==> src/rtl/ser_stat_pkg.sv <==
package ser_stat_pkg;
  localparam int NUM_FLAGS = 7;
  localparam int BYTE_W    = NUM_FLAGS + 1;

  typedef logic [NUM_FLAGS-1:0] flag_vec_t;

  // flag positions inside the flag vector (status bit = position + 1)
  localparam int F_FRAME   = 0;
  localparam int F_NOISE   = 1;
  localparam int F_OVER    = 2;
  localparam int F_IDLE    = 3;
  localparam int F_RXFULL  = 4;
  localparam int F_TXDONE  = 5;
  localparam int F_TXEMPTY = 6;

  localparam flag_vec_t TX_MASK     = flag_vec_t'((1 << F_TXEMPTY) | (1 << F_TXDONE));
  localparam flag_vec_t RX_MASK     = ~TX_MASK;
  localparam flag_vec_t RESET_FLAGS = TX_MASK;
endpackage

==> src/rtl/ser_stat_decode.sv <==
module ser_stat_decode #(
  parameter int ADDR_W    = 3,
  parameter int STAT_ADDR = 0,
  parameter int DATA_ADDR = 1
) (
  input  logic [ADDR_W-1:0] addr,
  input  logic              rd,
  input  logic              wr,
  output logic              stat_rd,
  output logic              stat_wr,
  output logic              dat_rd,
  output logic              dat_wr
);
  localparam logic [ADDR_W-1:0] STAT_A = ADDR_W'(STAT_ADDR);
  localparam logic [ADDR_W-1:0] DATA_A = ADDR_W'(DATA_ADDR);

  logic hit_stat, hit_data;

  always_comb begin
    hit_stat = (addr == STAT_A);
    hit_data = (addr == DATA_A);
    stat_rd  = rd & hit_stat;
    stat_wr  = wr & hit_stat;
    dat_rd   = rd & hit_data;
    dat_wr   = wr & hit_data;
  end
endmodule

==> src/rtl/ser_stat_arm.sv <==
module ser_stat_arm
  import ser_stat_pkg::*;
(
  input  logic      clk,
  input  logic      rst_n,
  input  logic      stat_rd,
  input  logic      dat_rd,
  input  logic      dat_wr,
  input  flag_vec_t flags,
  output flag_vec_t rx_arm,
  output flag_vec_t tx_arm,
  output flag_vec_t clr
);
  flag_vec_t rx_arm_q, rx_arm_d, tx_arm_q, tx_arm_d;
  logic      arm_en;

  always_comb begin
    rx_arm_d = rx_arm_q;
    tx_arm_d = tx_arm_q;
    if (stat_rd) begin
      rx_arm_d = flags & RX_MASK;
      tx_arm_d = flags & TX_MASK;
    end else begin
      if (dat_rd) rx_arm_d = '0;
      if (dat_wr) tx_arm_d = '0;
    end
    arm_en = stat_rd | dat_rd | dat_wr;
    clr    = (dat_rd ? rx_arm_q : '0) | (dat_wr ? tx_arm_q : '0);
  end

  always_ff @(posedge clk or negedge rst_n) begin
    if (!rst_n) begin
      rx_arm_q <= '0;
      tx_arm_q <= '0;
    end else if (arm_en) begin
      rx_arm_q <= rx_arm_d;
      tx_arm_q <= tx_arm_d;
    end
  end

  assign rx_arm = rx_arm_q;
  assign tx_arm = tx_arm_q;

  assert_rx_consumed_R8: assert property (@(posedge clk) disable iff (!rst_n)
    (dat_rd && !stat_rd) |=> (rx_arm_q == '0));
  assert_tx_consumed_R8: assert property (@(posedge clk) disable iff (!rst_n)
    (dat_wr && !stat_rd) |=> (tx_arm_q == '0));
  assert_snapshot_R6: assert property (@(posedge clk) disable iff (!rst_n)
    stat_rd |=> ((rx_arm_q | tx_arm_q) == $past(flags)));
endmodule

==> src/rtl/ser_stat_flag.sv <==
module ser_stat_flag #(
  parameter bit RST_VAL = 1'b0
) (
  input  logic clk,
  input  logic rst_n,
  input  logic set,
  input  logic clr,
  output logic q
);
  logic q_r, q_d, en;

  always_comb begin
    en  = set | clr;
    q_d = set | (q_r & ~clr);
  end

  always_ff @(posedge clk or negedge rst_n) begin
    if (!rst_n)  q_r <= RST_VAL;
    else if (en) q_r <= q_d;
  end

  assign q = q_r;

  assert_set_wins_R9: assert property (@(posedge clk) disable iff (!rst_n)
    set |=> q_r);
  assert_clear_takes_R5: assert property (@(posedge clk) disable iff (!rst_n)
    (clr && !set) |=> !q_r);
endmodule

==> src/rtl/ser_stat_reg.sv <==
module ser_stat_reg
  import ser_stat_pkg::*;
#(
  parameter int ADDR_W    = 3,
  parameter int STAT_ADDR = 0,
  parameter int DATA_ADDR = 1
) (
  input  logic                 clk,
  input  logic                 rst_n,
  input  logic [ADDR_W-1:0]    bus_addr,
  input  logic                 bus_rd,
  input  logic                 bus_wr,
  input  logic [NUM_FLAGS-1:0] evt_set,
  output logic [BYTE_W-1:0]    bus_rdata
);
  logic      rst_ff1, rst_sync_n;
  logic      stat_rd, stat_wr, dat_rd, dat_wr;
  flag_vec_t flags_q, clr, rx_arm, tx_arm;

  // asynchronous assertion, synchronous release
  always_ff @(posedge clk or negedge rst_n) begin
    if (!rst_n) begin
      rst_ff1    <= 1'b0;
      rst_sync_n <= 1'b0;
    end else begin
      rst_ff1    <= 1'b1;
      rst_sync_n <= rst_ff1;
    end
  end

  ser_stat_decode #(
    .ADDR_W(ADDR_W), .STAT_ADDR(STAT_ADDR), .DATA_ADDR(DATA_ADDR)
  ) u_decode (
    .addr(bus_addr), .rd(bus_rd), .wr(bus_wr),
    .stat_rd(stat_rd), .stat_wr(stat_wr), .dat_rd(dat_rd), .dat_wr(dat_wr)
  );

  ser_stat_arm u_arm (
    .clk(clk), .rst_n(rst_sync_n),
    .stat_rd(stat_rd), .dat_rd(dat_rd), .dat_wr(dat_wr),
    .flags(flags_q), .rx_arm(rx_arm), .tx_arm(tx_arm), .clr(clr)
  );

  for (genvar i = 0; i < NUM_FLAGS; i++) begin : g_flag
    ser_stat_flag #(.RST_VAL(RESET_FLAGS[i])) u_flag (
      .clk(clk), .rst_n(rst_sync_n),
      .set(evt_set[i]), .clr(clr[i]), .q(flags_q[i])
    );

    assert_keep_unarmed_R8: assert property (@(posedge clk) disable iff (!rst_sync_n)
      (flags_q[i] && !((dat_rd && rx_arm[i]) || (dat_wr && tx_arm[i]))) |=> flags_q[i]);
  end

  always_comb begin
    bus_rdata = '0;
    if (stat_rd) bus_rdata = {flags_q, 1'b0};
  end

  assert_status_write_inert_R4: assert property (@(posedge clk) disable iff (!rst_sync_n)
    (stat_wr && (evt_set == '0)) |=> $stable(flags_q));
  assert_bit0_zero_R1: assert property (@(posedge clk) disable iff (!rst_sync_n)
    !bus_rdata[0]);
endmodule

==> config.mk <==
export PLATFORM = sky130hd
export DESIGN_NAME = ser_stat_reg
export DESIGN_NICKNAME = d
export VERILOG_FILES = /design/src/rtl/ser_stat_pkg.sv /design/src/rtl/ser_stat_decode.sv /design/src/rtl/ser_stat_arm.sv /design/src/rtl/ser_stat_flag.sv /design/src/rtl/ser_stat_reg.sv
export SDC_FILE = /design/constraint.sdc
export NUM_CORES = 1
export LEC_CHECK = 0
export BUFFER_PORTS_ARGS = -buffer_cell sky130_fd_sc_hd__buf_4
export CORE_MARGIN = 2
export CORE_UTILIZATION = 42
export CTS_CLUSTER_DIAMETER = 100
export CTS_CLUSTER_SIZE = 20
export DETAILED_ROUTE_END_ITERATION = 8
export PLACE_DENSITY_LB_ADDON = 0.05
export REMOVE_ABC_BUFFERS = 1
export SYNTH_ARGS = -nofsm -noshare
export SYNTH_HDL_FRONTEND = slang
export SYNTH_SLANG_ARGS = --single-unit
==> constraint.sdc <==
create_clock -name clk -period 0.8 [get_ports clk]
set_input_delay 0.12 -clock clk [delete_from_list [all_inputs] [get_ports clk]]
set_output_delay 0.12 -clock clk [all_outputs]
set_load 0.005 [all_outputs]
* Yosys cells after proc, flatten, opt, wreduce, memory -nomap -nowiden
Cells that the tools add are included.
W data, S select, Z words.
** Word-level totals
- Register bits :: 23
- Input bits :: 14
- Word-level logic and storage cells :: 58
** Operators by class
- Equality and inequality tests :: 1
- Muxes and demuxes :: 7
- Bitwise gates (word level) :: 34
- Reductions and logical operators :: 5
** Operator list (count)
- $mux W7 :: 6
- $or A1 B1 Y1 :: 16
- $and A1 B1 Y1 :: 10
- $mux W8 :: 1
- $not A1 Y1 :: 7
- $or A7 B7 Y7 :: 1
- $reduce_and A2 Y1 :: 2
- $reduce_bool A2 Y1 :: 2
- $eq A3 B1 Y1 const B :: 1
- $logic_not A3 Y1 :: 1

* Longest topological paths before layout
- Depth in word-level cells :: 7
- Gate-level depth with buffers :: 3
- Gate-level depth less buffers :: 3

* Hierarchy
From an unflattened synthesis, not the netlist that was laid out.
** Unflattened totals
- Cells, all modules :: 71
- Area, all modules :: 780.7 µm²
** Modules (own cells, without submodules)
- ser_stat_arm :: times used 1, cells an instance 34, area each 377.9 µm²
- ser_stat_flag (g_flag[0].u_flag ...) :: times used 5, cells an instance 3, area each 36.3 µm²
- ser_stat_reg :: times used 1, cells an instance 12, area each 108.9 µm²
- ser_stat_flag (g_flag[5].u_flag ...) :: times used 2, cells an instance 3, area each 37.5 µm²
- ser_stat_decode :: times used 1, cells an instance 4, area each 37.5 µm²

* Least setup slack after synthesis
OpenSTA, ideal clock, no wires.
- Kind :: input port to flip-flop
- Start :: in bus_addr[2]
- End :: reg u_arm.tx_arm_q[5], in the netlist u_arm.tx_arm[5]
- Library setup time :: 0.118 ns
- Arrival time :: 0.728 ns
- Required time :: 0.682 ns
- Path slack :: -0.046 ns
- Stages on the path :: 3
- Path buffers :: 0
- Cell sequence :: nor4b_4 > nor2_1 > a21o_1
** Between the ends
- Word-level cells in the longest chain between the ends :: 5
- Elaborated cells on any way between the ends :: 10
- Classes of those cells :: eq/ne (1); mux (1); bitwise (5); reduce/logical (3)
** RTL lines
- from (decl) :: RTL line ser_stat_reg.sv:10 : input logic [ADDR_W-1:0] bus_addr,
- $eq A3 B1 Y1 or $logic_not A3 Y1 (tied branches) :: RTL line ser_stat_decode.sv:21, ser_stat_decode.sv:20
- $and A1 B1 Y1, on equally long branches :: RTL line ser_stat_decode.sv:24, ser_stat_decode.sv:22
- $or A1 B1 Y1 (2 in a row) :: RTL line ser_stat_arm.sv:27 : arm_en = stat_rd | dat_rd | dat_wr;
- $reduce_and A2 Y1 (no source line)
- to (signal assigned) :: RTL line ser_stat_arm.sv:37 : tx_arm_q <= tx_arm_d;
- to (decl) :: RTL line ser_stat_arm.sv:14 : flag_vec_t rx_arm_q, rx_arm_d, tx_arm_q, tx_arm_d;
Parallel ways exist; a longest one is shown, timed or not.
A chain may end at the register's enable or synchronous reset.

* Final worst setup path
- Start :: reg g_flag[5].u_flag.q_r
- End :: out bus_rdata[6]
** Between the ends
- Word-level cells in the longest chain between the ends :: 1
** RTL lines
- from (decl) :: RTL line ser_stat_flag.sv:10 : logic q_r, q_d, en;
- from (signal assigned) :: RTL line ser_stat_flag.sv:19 : else if (en) q_r <= q_d;
- $mux W8 :: RTL line ser_stat_reg.sv:56 : if (stat_rd) bus_rdata = {flags_q, 1'b0};
- to (decl) :: RTL line ser_stat_reg.sv:14 : output logic [BYTE_W-1:0] bus_rdata
No other way between the ends.

==> impl_summary.log <==
INFO  metric status = finished with violations
INFO  metric failed_checks = setup timing
INFO  metric route.antenna.remaining_nets = 0
INFO  metric synth_to_layout_area_growth = 51.5%
INFO  metric rsz0062_at_grt = true
INFO  metric die_width = 43.9 um
INFO  metric worstRegToRegCells = 3
INFO  metric floorplan_core_area = 1510 sq um
INFO  metric dp_slack = -0.274 ns
INFO  metric grt_pass1_wl = 2200 um
INFO  metric count_of_flip_flops_with_a_built_in_enable_after_synthesis = 0
INFO  metric stdcell_count = 103
INFO  metric path_buf_inv = 1
INFO  metric final_hold_viol_count = 0
INFO  metric post-place-cells = 91
INFO  metric cellLeakagePower = 0.482 nW
INFO  metric min_from = evt_set[4]
INFO  metric port_buffer_count = 20
INFO  metric timing.clock.skew = 0.00670 ns
INFO  metric finalNetCount = 102
INFO  metric vias_per_cell = 4.91
INFO  metric ys_warn_count = 0
INFO  metric clkSlewWorstSetupHoldPaths = 0.10 ns
INFO  metric finalWorstPathRequiredPeriod = 1.18 ns
INFO  metric ys_top_cells_by_area = sky130_fd_sc_hd__dfrtp_1 52%, sky130_fd_sc_hd__a21o_1 10%, sky130_fd_sc_hd__and2_2 7.9%
INFO  metric final_layout_size_suffix_gt1_share = 54.0%
INFO  metric top_cell_type_s_share_of_synthesized_area = 52.4%
INFO  metric grt_start_max_net_pins = 10
INFO  metric placement_rows = 14
INFO  metric detailedRoute.firstIterationViolations = 6
INFO  metric post_synth_most_frequent_cells = 14 x sky130_fd_sc_hd__dfrtp_1, 9 x sky130_fd_sc_hd__a21o_1, 8 x sky130_fd_sc_hd__nand2_1, 7 x sky130_fd_sc_hd__and2_2, 5 x sky130_fd_sc_hd__a21o_2
INFO  metric worst_hold_path.num_cells = 2
INFO  metric synth_area = 668 sq um
INFO  metric slew_violations = 0
INFO  metric final_min_period_over_clock_period = 148%
INFO  metric fin_worst_hold_slack = 0.00304 ns
INFO  metric start_util = 44.4%
INFO  metric async_flop_share = 100%
INFO  metric synthDistinctLibCells = 11
INFO  metric setup_violations_final = 14
INFO  metric timing.setup.critical_path_class = flop to output pin
INFO  metric via_count = 506
INFO  metric max_cap_violations = 0
INFO  metric cts-root-buf = sky130_fd_sc_hd__clkbuf_4
INFO  metric first_global_vias = 515
INFO  metric setup.worst_path.end_class = output pin
INFO  metric arrival = 1.06 ns
INFO  metric ir_drop = 0.00126 V
INFO  metric placer_congestion_estimate = 0.700
INFO  metric clockBufferDepth = 2
INFO  metric post-synth-top-count-cell = sky130_fd_sc_hd__dfrtp_1
INFO  metric drt-wirelength-per-cell = 13.1 um
INFO  metric critical_path.cell_chain = and2_4 > buf_6
INFO  metric layout_setup_ws = -0.383 ns
INFO  metric grt_overflow = 0
INFO  metric cts_buffers = 3
INFO  metric cp.required = 0.68 ns
INFO  metric crit_path_top_delay_cell = sky130_fd_sc_hd__dfstp_2
INFO  metric critical_path.top_delay_family = flip-flops
INFO  metric worst_path_largest_cell_delay = 0.55 ns
INFO  metric totalWireLength = 1350 um
INFO  metric r2r-start = g_flag[1].u_flag.q
INFO  metric timing.hold.worst.class = input port to flop
INFO  metric finalInstanceArea = 1010 sq um
INFO  metric tritoncts = built
INFO  metric cts_max_level = 1
INFO  metric fmax = 0.845 GHz
INFO  metric power = 1.71 mW
INFO  metric ys_dominant_reg_cell = sky130_fd_sc_hd__dfrtp_1
INFO  metric netlist_instances = 53
INFO  metric clock_sink_count = 16
INFO  metric synth.largest_area_cell = sky130_fd_sc_hd__dfrtp_1
INFO  metric setup.worst_path.start_class = flop
INFO  metric crit_start = g_flag[5].u_flag.q
INFO  metric antenna-diode-count = 0
INFO  metric io-pin-count = 22
INFO  metric grt_usage = 16.2%
INFO  metric post-route-util = 67.2%
INFO  metric postSynthRegisterBits = 16
INFO  metric worstHoldEndpoint = g_flag[4].u_flag.q
INFO  metric floorplan.die.height = 43.9 um
INFO  metric drt_drc_violations_left = 0
INFO  metric power_per_cell_area = 1690 nW/um^2
INFO  metric clkLatencyLatePin = 0.29 ns
INFO  metric synth_sequential_area_ratio = 60.3%
INFO  metric crit_path_max_fanout = 2
INFO  metric initial_antenna_violation_count = 0
INFO  metric first_pass_iters = 3
INFO  metric totalNegativeSetupSlack = -2.20 ns
INFO  metric regToRegEndpoint = u_arm.rx_arm[1]
INFO  metric postSynthAreaPerCell = 12.6 sq um
INFO  metric detailedPlacementHpwl = 921 um
INFO  metric r2r_slack = -0.14 ns
INFO  metric die_outline_area = 1930 sq um
INFO  metric detailed_place.area = 853 sq um
## kinds of logic after synthesis
group           synth area share (%)
compound gates                  16.7
simple gates                    20.8
buf+inv                         1.12
flops                           60.3
other cells                     1.12
## area by class of cell
class | instances | area [sq um]
Clock buffer | 4 | 36.3
Timing Repair Buffer | 31 | 287
Fill cell | 128 | 494
Sequential cell | 16 | 403
Tap cell | 16 | 20.0
Multi-Input combinational cell | 36 | 267
## how the worst max path moves through the flow
| stage | cells after the start | end |
|---|---|---|
| 4_1_cts | 2 | bus_rdata[6] |
| 6_report | 2 | bus_rdata[6] |
| 2_1_floorplan | 3 | u_arm.tx_arm[5] |
| 3_3_place_gp | 5 | bus_rdata[1] |
| 3_5_place_dp | 5 | bus_rdata[3] |
| 5_1_grt | 2 | bus_rdata[6] |
## sequential cells by signal, indices dropped and copies added, names as in the netlist
name,count
rst_sync_n,1
g_flag.u_flag.q,7
u_arm.rx_arm,5
u_arm.tx_arm,2
rst_ff1,1
## metal layers
layer,up-vias,routed length (um),global-route usage (%)
li1,242,-,-
met1,245,580,20.9
met2,17,660,25.9
met3,2,91,2.50
met4,0,14,9.09
met5,-,0,0
## power by group
group	switching [mW]	leakage, nW	total, mW	internal (mW)
clock network	0.266	0.0210	0.544	0.278
registers	0.0433	0.176	0.926	0.882
logic	0.0739	0.284	0.236	0.162
## worst reg2reg max path, cell delays in order (launching register included)
cell and delay [ns]:
sky130_fd_sc_hd__dfrtp_1 0.40, sky130_fd_sc_hd__and2_4 0.16, sky130_fd_sc_hd__buf_6 0.11, sky130_fd_sc_hd__a21o_2 0.18
## repair_timing
action	CTS	global route
endpoints found under the setup margin	14	14
endpoints found under the hold margin	6	0
resized for setup	16	2
setup buffers	1	2
pin swaps	2	1
gates cloned	0	0
hold buffers	5	0
## cells in the final DEF (no fill, tap or decap)
cell and n:
sky130_fd_sc_hd__a21o_1 9, sky130_fd_sc_hd__a21o_2 5, sky130_fd_sc_hd__and2_4 7, sky130_fd_sc_hd__and4bb_2 2, sky130_fd_sc_hd__buf_4 15, sky130_fd_sc_hd__buf_6 11, sky130_fd_sc_hd__clkbuf_4 3, sky130_fd_sc_hd__clkbuf_8 1
sky130_fd_sc_hd__conb_1 2, sky130_fd_sc_hd__dfrtp_1 14, sky130_fd_sc_hd__dfstp_2 2, sky130_fd_sc_hd__dlygate4sd3_1 5, sky130_fd_sc_hd__nand2_1 8, sky130_fd_sc_hd__nor2_1 2, sky130_fd_sc_hd__nor4b_4 1
Power figures use the tool's default switching activity.
